`src/rtl/wer_pkg.sv`:
```
package wer_pkg;

    localparam int ADDR_W = 12;

    localparam logic [ADDR_W-1:0] OFS_POL     = 12'h000;
    localparam logic [ADDR_W-1:0] OFS_EDGE    = 12'h004;
    localparam logic [ADDR_W-1:0] OFS_EN_CLR  = 12'hFD8;
    localparam logic [ADDR_W-1:0] OFS_EN_SET  = 12'hFDC;
    localparam logic [ADDR_W-1:0] OFS_STAT    = 12'hFE0;
    localparam logic [ADDR_W-1:0] OFS_EN      = 12'hFE4;
    localparam logic [ADDR_W-1:0] OFS_ST_CLR  = 12'hFE8;
    localparam logic [ADDR_W-1:0] OFS_ST_SET  = 12'hFEC;

    // detector mode, encoded as {edge_select, polarity}
    typedef enum logic [1:0] {
        MODE_LOW_LEVEL  = 2'b00,
        MODE_HIGH_LEVEL = 2'b01,
        MODE_FALL_EDGE  = 2'b10,
        MODE_RISE_EDGE  = 2'b11
    } det_mode_e;

endpackage

```
`src/rtl/wer_sync.sv`:
```
module wer_sync #(
    parameter int WIDTH = 32,
    parameter int STAGES = 2
) (
    input  logic             clk,
    input  logic             rst_n,
    input  logic [WIDTH-1:0] raw_i,
    output logic [WIDTH-1:0] sync_o
);

    logic [WIDTH-1:0] chain_q [STAGES];

    for (genvar s = 0; s < STAGES; s++) begin : g_stage
        always_ff @(posedge clk or negedge rst_n) begin
            if (!rst_n) begin
                chain_q[s] <= '0;
            end else begin
                if (s == 0) chain_q[s] <= raw_i;
                else        chain_q[s] <= chain_q[(s == 0) ? 0 : s-1];
            end
        end
    end

    assign sync_o = chain_q[STAGES-1];

endmodule

```
`src/rtl/wer_detect.sv`:
```
module wer_detect
    import wer_pkg::*;
(
    input  logic clk,
    input  logic rst_n,
    input  logic smp_i,
    input  logic pol_i,
    input  logic edge_i,
    output logic hit_o
);

    logic      prev_q;
    det_mode_e mode;

    // history sample for the edge modes
    always_ff @(posedge clk or negedge rst_n) begin
        if (!rst_n) prev_q <= 1'b0;
        else        prev_q <= smp_i;
    end

    assign mode = det_mode_e'({edge_i, pol_i});

    always_comb begin
        hit_o = 1'b0;
        unique case (mode)
            MODE_LOW_LEVEL:  hit_o = !smp_i;
            MODE_HIGH_LEVEL: hit_o = smp_i;
            MODE_FALL_EDGE:  hit_o = prev_q && !smp_i;
            MODE_RISE_EDGE:  hit_o = !prev_q && smp_i;
            default:         hit_o = 1'b0;
        endcase
    end

    AST_EDGE_NEEDS_CHANGE: assert property (@(posedge clk) disable iff (!rst_n)
        (edge_i && hit_o) |-> (smp_i != prev_q));

endmodule

```
`src/rtl/wer_regs.sv`:
```
module wer_regs
    import wer_pkg::*;
#(
    parameter int NUM_EVT = 32,
    parameter logic [NUM_EVT-1:0] STAT_RST = 32'h03FD_FFFF
) (
    input  logic               clk,
    input  logic               rst_n,
    input  logic [ADDR_W-1:0]  addr,
    input  logic [NUM_EVT-1:0] wdata,
    input  logic               we,
    input  logic [NUM_EVT-1:0] hit_i,
    output logic [NUM_EVT-1:0] pol_o,
    output logic [NUM_EVT-1:0] edge_o,
    output logic [NUM_EVT-1:0] stat_o,
    output logic [NUM_EVT-1:0] en_o,
    output logic [NUM_EVT-1:0] rdata
);

    logic [NUM_EVT-1:0] pol_q, edge_q, en_q, stat_q;
    logic [NUM_EVT-1:0] en_n, stat_n;
    logic wr_pol, wr_edge, wr_en_set, wr_en_clr, wr_st_set, wr_st_clr;

    assign wr_pol    = we && (addr == OFS_POL);
    assign wr_edge   = we && (addr == OFS_EDGE);
    assign wr_en_set = we && (addr == OFS_EN_SET);
    assign wr_en_clr = we && (addr == OFS_EN_CLR);
    assign wr_st_set = we && (addr == OFS_ST_SET);
    assign wr_st_clr = we && (addr == OFS_ST_CLR);

    always_comb begin
        en_n = en_q;
        if (wr_en_set) en_n = en_n | wdata;
        if (wr_en_clr) en_n = en_n & ~wdata;
    end

    // hardware hits are ORed in last so they override a clear
    always_comb begin
        stat_n = stat_q;
        if (wr_st_clr) stat_n = stat_n & ~wdata;
        if (wr_st_set) stat_n = stat_n | wdata;
        stat_n = stat_n | hit_i;
    end

    always_ff @(posedge clk or negedge rst_n) begin
        if (!rst_n) begin
            pol_q  <= '0;
            edge_q <= '0;
            en_q   <= '0;
            stat_q <= STAT_RST;
        end else begin
            if (wr_pol)  pol_q  <= wdata;
            if (wr_edge) edge_q <= wdata;
            en_q   <= en_n;
            stat_q <= stat_n;
        end
    end

    always_comb begin
        unique case (addr)
            OFS_POL:  rdata = pol_q;
            OFS_EDGE: rdata = edge_q;
            OFS_STAT: rdata = stat_q;
            OFS_EN:   rdata = en_q;
            default:  rdata = '0;
        endcase
    end

    assign pol_o  = pol_q;
    assign edge_o = edge_q;
    assign stat_o = stat_q;
    assign en_o   = en_q;

    AST_HW_WINS: assert property (@(posedge clk) disable iff (!rst_n)
        (|hit_i) |=> ((stat_q & $past(hit_i)) == $past(hit_i)));

    AST_STAT_STICKY: assert property (@(posedge clk) disable iff (!rst_n)
        !wr_st_clr |=> ((stat_q & $past(stat_q)) == $past(stat_q)));

    AST_EN_HOLD: assert property (@(posedge clk) disable iff (!rst_n)
        !(wr_en_set || wr_en_clr) |=> $stable(en_q));

    AST_CFG_HOLD: assert property (@(posedge clk) disable iff (!rst_n)
        !(wr_pol || wr_edge) |=> ($stable(pol_q) && $stable(edge_q)));

endmodule

```
`src/rtl/wer_irq.sv`:
```
module wer_irq #(
    parameter int NUM_EVT = 32,
    parameter logic [NUM_EVT-1:0] WAKE_MASK = 32'h0000_000F
) (
    input  logic               clk,
    input  logic               rst_n,
    input  logic [NUM_EVT-1:0] stat_i,
    input  logic [NUM_EVT-1:0] en_i,
    output logic               irq_o,
    output logic               wake_o
);

    logic [NUM_EVT-1:0] pend;
    logic irq_q, wake_q;

    assign pend = stat_i & en_i;

    always_ff @(posedge clk or negedge rst_n) begin
        if (!rst_n) begin
            irq_q  <= 1'b0;
            wake_q <= 1'b0;
        end else begin
            irq_q  <= |pend;
            wake_q <= |(pend & WAKE_MASK);
        end
    end

    assign irq_o  = irq_q;
    assign wake_o = wake_q;

    AST_IRQ_FOLLOW: assert property (@(posedge clk) disable iff (!rst_n)
        (|(stat_i & en_i)) |=> irq_o);

    AST_IRQ_QUIET: assert property (@(posedge clk) disable iff (!rst_n)
        !(|(stat_i & en_i)) |=> !irq_o);

    AST_WAKE_IMPLIES_IRQ: assert property (@(posedge clk) disable iff (!rst_n)
        wake_o |-> irq_o);

endmodule

```
`src/rtl/wer_router.sv`:
```
module wer_router
    import wer_pkg::*;
#(
    parameter int NUM_EVT = 32,
    parameter int SYNC_STAGES = 2,
    parameter logic [NUM_EVT-1:0] STAT_RST  = 32'h03FD_FFFF,
    parameter logic [NUM_EVT-1:0] WAKE_MASK = 32'h0000_000F
) (
    input  logic               clk,
    input  logic               rst_n,
    input  logic [NUM_EVT-1:0] evt_in,
    input  logic [11:0]        addr,
    input  logic [NUM_EVT-1:0] wdata,
    input  logic               we,
    output logic [NUM_EVT-1:0] rdata,
    output logic               irq,
    output logic               wake_req
);

    logic [NUM_EVT-1:0] smp, hit, pol, edg, stat, en;

    wer_sync #(.WIDTH(NUM_EVT), .STAGES(SYNC_STAGES)) u_sync (
        .clk    (clk),
        .rst_n  (rst_n),
        .raw_i  (evt_in),
        .sync_o (smp)
    );

    for (genvar i = 0; i < NUM_EVT; i++) begin : g_det
        wer_detect u_det (
            .clk    (clk),
            .rst_n  (rst_n),
            .smp_i  (smp[i]),
            .pol_i  (pol[i]),
            .edge_i (edg[i]),
            .hit_o  (hit[i])
        );
    end

    wer_regs #(.NUM_EVT(NUM_EVT), .STAT_RST(STAT_RST)) u_regs (
        .clk    (clk),
        .rst_n  (rst_n),
        .addr   (addr),
        .wdata  (wdata),
        .we     (we),
        .hit_i  (hit),
        .pol_o  (pol),
        .edge_o (edg),
        .stat_o (stat),
        .en_o   (en),
        .rdata  (rdata)
    );

    wer_irq #(.NUM_EVT(NUM_EVT), .WAKE_MASK(WAKE_MASK)) u_irq (
        .clk    (clk),
        .rst_n  (rst_n),
        .stat_i (stat),
        .en_i   (en),
        .irq_o  (irq),
        .wake_o (wake_req)
    );

endmodule

```
`config.mk`:
```
export PLATFORM = sky130hd
export DESIGN_NAME = wer_router
export DESIGN_NICKNAME = d
export VERILOG_FILES = /design/src/rtl/wer_pkg.sv /design/src/rtl/wer_sync.sv /design/src/rtl/wer_detect.sv /design/src/rtl/wer_regs.sv /design/src/rtl/wer_irq.sv /design/src/rtl/wer_router.sv
export SDC_FILE = /design/constraint.sdc
export NUM_CORES = 1
export LEC_CHECK = 0
export BUFFER_PORTS_ARGS = -buffer_cell sky130_fd_sc_hd__buf_2
export CAP_MARGIN = 20
export CORE_ASPECT_RATIO = 1.1
export CORE_MARGIN = 2
export CORE_UTILIZATION = 59
export CTS_CLUSTER_SIZE = 24
export DETAILED_ROUTE_END_ITERATION = 10
export PLACE_DENSITY_LB_ADDON = 0.08
export SLEW_MARGIN = 15
export SYNTH_ARGS = -nofsm -noshare
export SYNTH_HDL_FRONTEND = slang
export SYNTH_HIERARCHICAL = 1
export SYNTH_SLANG_ARGS = --single-unit
```
`constraint.sdc`:
```
create_clock -name clk -period 3 [get_ports clk]
set_input_delay 0.9 -clock clk [delete_from_list [all_inputs] [get_ports clk]]
set_output_delay 0.9 -clock clk [all_outputs]
set_load 0.02 [all_outputs]
```
==> results of run 1 <==
cell usage in the layout (no fill, tap or decap), drive strengths merged, types with 33 or more instances in the layout:
| cell type | count |
|---|---|
| dfrtp | 201 |
| mux2 | 64 |
| buf | 166 |
| and2 | 33 |
| clkbuf | 41 |
| nand4 | 38 |
| a22oi | 80 |
| and4b | 33 |
layout make-up:
class / count / share of cell area [%]
diodes: 1 / 0.0197
clock buffers: 39 / 5.88
clock inverters: 5 / 0.197
multi-input cells: 518 / 34.8
flip-flops and latches: 226 / 44.7
well taps: 234 / 2.30
repair buffers: 169 / 12.1
kinds of logic after synthesis:
kind of cell,synth area share (%)
buffers and inverters,5.37
flip-flops,55.4
AO/OA/AOI/OAI,20.4
multiplexers,7.02
AND/OR/NAND/NOR,11.8
path summary, 6_finish.rpt:
| kind | startpoint | to | slack [ns] | cells after the start |
|---|---|---|---|---|
| max | addr[3] | rdata[31] | -0.16 | 9 |
| min | u_sync/chain_q[55]$_DFF_PN0_ | u_sync/sync_o[23]$_DFF_PN0_ | 0.35 | 0 |
| max reg2reg | register | u_irq/irq_o$_DFF_PN0_ | 1.47 | 3 |
| min reg2reg | u_sync/chain_q[55]$_DFF_PN0_ | u_sync/sync_o[23]$_DFF_PN0_ | 0.35 | 0 |
| max in group asynchronous | rst_n | u_regs/stat_o[19]$_DFF_PN1_ | 1.86 | 2 |
| min in group asynchronous | rst_n | u_sync/chain_q[37]$_DFF_PN0_ | 0.36 | 1 |
routing by layer:
metal | routed length [um] | part of all wire [%] | global-route usage, % | vias up
met5 | 0 | 0 | 0 | -
met2 | 14900 | 52 | 53.4 | 398
met4 | 718 | 2.5 | 12.4 | 0
li1 | - | - | - | 3448
met3 | 1960 | 6.8 | 4.70 | 65
met1 | 11300 | 39 | 39.3 | 4141
worst register-to-register path: stages (launching register included):
cell	delay [ns]
dfrtp_1	0.40
a22oi_1	0.29
nand4_1	0.17
or4_1	0.54
per-stage QoR:
| step | instance area, um2 | TNS [ns] | util [%] |
|---|---|---|---|
| 2_1_floorplan | 10400 | -0.862 | - |
| 3_3_place_gp | 11200 | -2.03 | 65.7 |
| 3_5_place_dp | 11200 | -2.53 | 65.7 |
| 4_1_cts | 12500 | -2.34 | 73.7 |
| 5_1_grt | 12700 | -4.18 | 74.7 |
| 6_report | 12700 | -2.86 | 74.7 |
where the power goes:
part           internal, mW  switching, mW  leakage (nW)
clock                  1.70           1.15         0.386
sequential             3.12         0.0425          2.81
combinational         0.181          0.255          2.34
total                  5.00           1.45          5.54
repair_timing:
action / CTS / global route
setup endpoints to repair: 32 / 32
buffers inserted: 9 / 3
pin swaps: 17 / 23
resized for setup: 96 / 26
gates cloned: 5 / 2
==> run metrics, run 1 <==
status finished, violations left; failing checks negative setup slack; Setup Viol. Count Final 29; layout cells sized above 1 31.3%; first-pass GRT wire length 44800 um; Root Buffer clkbuf_16; Netlist Area Pre-Place 0.0103 mm2; fmax 317 MHz; die area 0.0185 mm2; ranking of synthesized cells by area dfrtp_1 49%, mux2_1 7.0%, dfstp_2 6.4%, a22oi_1 5.7%, and4b_1 3.2%; Inst Count DP 1129; Crit Path Max Fanout 8; TritonCTS buffer count 24; slack of the critical path -0.158 ns; IO Pins 113; total clock sinks ~230; total chip power 6.45 mW; crit-path max cell delay between 0.2 and 0.3 ns; area of the multi-input gates 0.00443 mm2; CTS tree done; Max VDD drop 0.638 mV; fin. max-slew vios 0; Slew HR 50.4%; max-cap violation count 0; largest net degree at the start of global routing 73; register bit total from synthesis between 200 and 250; Port Buffer Count 112; Synthesized Nets 924; Finished Layout Cells 1192; vias in the first global route 8304; RSZ-0062 raised after global routing yes; slowest library cell on the worst path nor4_4; yosys warns 6; residual overflow from global routing 0; post-synthesis instance total 845; area leader, netlist dfrtp_1; clock-pin slew on the worst setup and hold paths approximately 0.05 ns; Final Cycle Share 105%; Fillers around 1100; Via density 6.76; Clock Skew about 0.011 ns; routability cong. 0.825; crit path kind primary input to primary output; Clock Tree Buf Depth 3; CP Cell Sequence buf_8 > nor4_4 > buf_6 > buf_6 > buf_12 > buf_16 > a22oi_2 > o22ai_1 > buf_4; antenna violations before repair 1; Vert. Die Dim approximately 140 um; EDFF count, synth 0; hold slack 0.346 ns; Die Wd 130 um; Starting Density between 60% and 70%; DP HPWL around 17000 um; # hold bufs at CTS 0; gr usage total 31.0%; number of remaining DRC errors 0; ys flop type dfrtp_1; Final min period 3.16 ns; Crit path buffers/inverters 6; FFs w/ async S/R, synth 100%; Core Area 0.0170 mm2; Skew-Pair Late Insertion Delay 0.51 ns; synth unique cells 30; worst hold path class register to register; most common cell in the netlist dfrtp_1; Post-synth top cells 201 x dfrtp_1, 78 x a22oi_1, 64 x mux2_1; Least-Margin Pin Slew 0.745 ns; Area Growth Syn to Fin 23.8%; DR pass1 iterations 5; Hold Vio Cnt, Final 0; Seq/Total Area, Yosys a little under three fifths; antenna-violating nets left 0; delay-heaviest family, CP buffers and inverters; Cell Rows 50; wire length per cell 24.2 um; worst endpoint data arrival time 2.26 ns; Final #Nets 1018; critical path data required time 2.10 ns; CP dominant cell by count buf_6; initial DRC count 683; final wirelength 28900 um; CP Launch Type primary input; vias slightly above 8000; register area 0.00569 mm2; Worst Setup End Kind primary output; H-tree depth 1; Post-Place Setup Slack -0.119 ns; Avg Synthesized Cell Area 12.2 um2; top cell type's share of synthesized area 49.0%; leakage 5.54 nW; pwr dens 507 mW/mm2
Note: power is estimated with default switching activity, not from simulation.
==> inputs of run 2 (changes only) <==
Settings changed: ABC_AREA from default to 1.
==> run 2 against run 1 <==
The flow still finishes with violations (negative setup slack). Global-route usage fell by 2.4 points. First-iteration DRC count increased by 3.2%. Flip-flop and latch count stayed put. Critical endpoint unchanged. Largest power group unchanged. Highest routed layer unchanged.
==> run metrics, run 2 <==
number of remaining DRC errors 0 (unchanged); first-pass GRT wire length 46300 um (was 44800 um); TritonCTS buffer count 24 (unchanged); CTS tree done (unchanged); Root Buffer clkbuf_16 (unchanged); critical path data required time 2.10 ns (about the same); Clock Tree Buf Depth 3 (unchanged); crit path kind primary input to primary output (unchanged); initial DRC count 705 (was 683); Hold EP u_sync/sync_o[20]$_DFF_PN0_ (was u_sync/sync_o[23]$_DFF_PN0_); worst hold path class register to register (unchanged); R2R Path End u_irq/irq_o$_DFF_PN0_ (unchanged); vias 9896 (was 8052); Crit Path Max Fanout 6 (was 8); clock-pin slew on the worst setup and hold paths 0.06 ns (was 0.05 ns); commonest non-fill, non-tap cell in the layout nand2_1 (was dfrtp_1); Post-synth top cells 573 x nand2_1, 262 x inv_1, 201 x dfrtp_1 (was 201 x dfrtp_1, 78 x a22oi_1, 64 x mux2_1); hold slack 0.344 ns (was 0.346 ns); IO Pins 113 (unchanged); routability cong. 0.820 (was 0.825); failing checks negative setup slack (unchanged); Final #Nets 1692 (was 1018); Worst Setup End Kind primary output (unchanged); pwr dens 467 mW/mm2 (was 507 mW/mm2); Worst Min Path Start u_sync/chain_q[52]$_DFF_PN0_ (was u_sync/chain_q[55]$_DFF_PN0_); clock share of power 44.4% (was 44.1%); Cell Rows 52 (was 50); most common cell in the netlist nand2_1 (was dfrtp_1); die area 0.0200 mm2 (was 0.0185 mm2); Fillers 1497 (was 1073); fmax 324 MHz (was 317 MHz); Slew HR 33.9% (was 50.4%); CP Launch Type primary input (unchanged); sequential share of power 50.2% (was 49.1%); area of the multi-input gates 0.00421 mm2 (was 0.00443 mm2); EDFF count, synth 0 (unchanged); WHS Path Cells 0 (unchanged); Avg Synthesized Cell Area 7.40 um2 (was 12.2 um2); Sw Share 23.2% (was 22.4%); Via density 5.28 (was 6.76); gr usage total 28.6% (was 31.0%); setup tns final -1.43 ns (was -2.86 ns); top cell type's share of synthesized area 45.1% (was 49.0%); Logic pwr share 5.4% (was 6.8%); DR pass1 iterations 7 (was 5); NetSw 1.46 mW (was 1.45 mW); antenna-violating nets left 0 (unchanged); DP HPWL 17900 um (was 17000 um); ranking of synthesized cells by area dfrtp_1 45%, nand2_1 19%, inv_1 8.8%, dfstp_2 5.9%, nand4_1 5.4% (was dfrtp_1 49%, mux2_1 7.0%, dfstp_2 6.4%, a22oi_1 5.7%, and4b_1 3.2%); post-synthesis instance total 1508 (was 845); Seq/Total Area, Yosys 51.0% (was 55.4%); largest net degree at the start of global routing 98 (was 73); wire length per cell 15.7 um (was 24.2 um); yosys warns 6 (unchanged); slack of the critical path -0.0908 ns (was -0.158 ns); Starting Density 60.4% (was 60.3%); RSZ-0062 raised after global routing yes (unchanged); register bit total from synthesis 226 (unchanged); register area 0.00569 mm2 (unchanged); cell-internal power 4.84 mW (was 5.00 mW); Synthesized Nets 1587 (was 924); Hold Vio Cnt, Final 0 (unchanged); leakage 7.41 nW (was 5.54 nW); synth unique cells 18 (was 30); worst endpoint data arrival time 2.19 ns (was 2.26 ns); Least-Margin Pin Slew 0.991 ns (was 0.745 ns); max-cap violation count 0 (unchanged); area leader, netlist dfrtp_1 (unchanged); Core Area 0.0185 mm2 (was 0.0170 mm2); status finished, violations left (unchanged); commonest cells after routing, fill and taps aside 514 x nand2_1, 250 x inv_1, 201 x dfrtp_1, 96 x nand4_1, 77 x buf_2 (was 201 x dfrtp_1, 75 x buf_2, 64 x mux2_1, 42 x a22oi_1); Skew-Pair Late Insertion Delay 0.52 ns (was 0.51 ns); layout cells sized above 1 19.8% (was 31.3%); vias in the first global route 9465 (was 8304); Area Growth Syn to Fin 20.9% (was 23.8%); Port Buffer Count 112 (unchanged); Final min period 3.09 ns (was 3.16 ns); r2r startpoint u_regs/stat_o[17]$_DFF_PN0_; R2R depth 6 (was 3); fin. max-slew vios 0 (unchanged); Die Wd 135 um (was 130 um); R2R setup slack 1.94 ns (was 1.47 ns); antenna violations before repair 2 (was 1); Final Cycle Share 103% (was 105%); Setup Viol. Count Final 29 (unchanged); Vert. Die Dim 148 um (was 142 um); final wirelength 29400 um (was 28900 um); Clock Skew 0.0127 ns (was 0.0112 ns); total chip power 6.30 mW (was 6.45 mW); residual overflow from global routing 0 (unchanged); FFs w/ async S/R, synth 100% (unchanged); Max VDD drop 0.482 mV (was 0.638 mV); Netlist Area Pre-Place 0.0112 mm2 (was 0.0103 mm2); # hold bufs at CTS 0 (unchanged); ys flop type dfrtp_1 (unchanged); H-tree depth 1 (unchanged); total clock sinks 226 (unchanged)
## run 2: worst max-delay path by stage
stage	endpoint	slack, ns	startpoint
floorplan	rdata[10]	0.19	addr[7]
global placement	rdata[5]	-0.05	addr[1]
detailed placement	rdata[5]	-0.12	addr[4]
CTS	rdata[8]	-0.02	addr[0]
global route	rdata[14]	-0.15	addr[1]
finish	rdata[31]	-0.09	addr[10]
## run 2: metal layers
| layer | vias to the layer above | share of wire [%] | track usage (%) |
|---|---|---|---|
| met3 | 72 | 7.9 | 4.12 |
| li1 | 4796 | - | - |
| met4 | 0 | 3.0 | 9.06 |
| met1 | 4631 | 42 | 40.2 |
| met5 | - | 0 | 0 |
| met2 | 397 | 47 | 46.4 |
## run 2: final cells by class
type                            count  area share (%)
Multi-Input combinational cell    923            31.2
Timing Repair Buffer              173            11.4
Clock buffer                       36            5.17
Antenna cell                        2          0.0371
Inverter                          265            7.43
Tap cell                          243            2.25
Sequential cell                   226            42.2
Clock inverter                      8           0.297
## run 2: metrics by stage
step	utilization [%]	cell area [um2]	setup slack, ns	instances
floorplan	-	11200	0.185	1508
global placement	64.8	12000	-0.0482	1809
detailed placement	64.8	12000	-0.117	1809
CTS	69.8	12900	-0.0207	1859
global route	73.0	13500	-0.154	1875
finish	73.0	13500	-0.0908	1876
## run 2: power groups by stage
| stage | Sequential [mW] | Combinational (mW) | Clock [mW] |
|---|---|---|---|
| floorplan | 3.20 | 0.159 | 0 |
| global placement | 3.21 | 0.317 | 0 |
| detailed placement | 3.22 | 0.322 | 0 |
| CTS | 3.16 | 0.329 | 2.84 |
| global route | 3.17 | 0.380 | 2.98 |
| finish | 3.16 | 0.338 | 2.80 |
## run 2: critical path, cell delays in order
cell     delay, ns
buf_2         0.09
nand2_1       0.08
nor2_4        0.16
nand2_4       0.10
nor2_4        0.21
buf_6         0.13
buf_6         0.12
nand2_1       0.07
nand2_2       0.08
inv_2         0.03
nand2_2       0.08
buf_6         0.12
## run 2: kinds of logic after synthesis
kind of cell | count (synthesis) | synth area share (%)
flops | 226 | 51.0
compound gates | 96 | 4.30
simple gates | 827 | 31.1
buf+inv | 359 | 13.6
## run 2: what timing repair did
action,CTS,global route
setup buffers,4,10
pin swaps,2,38
gates resized for setup,39,147
cloned,2,8
setup endpoints to repair,32,32
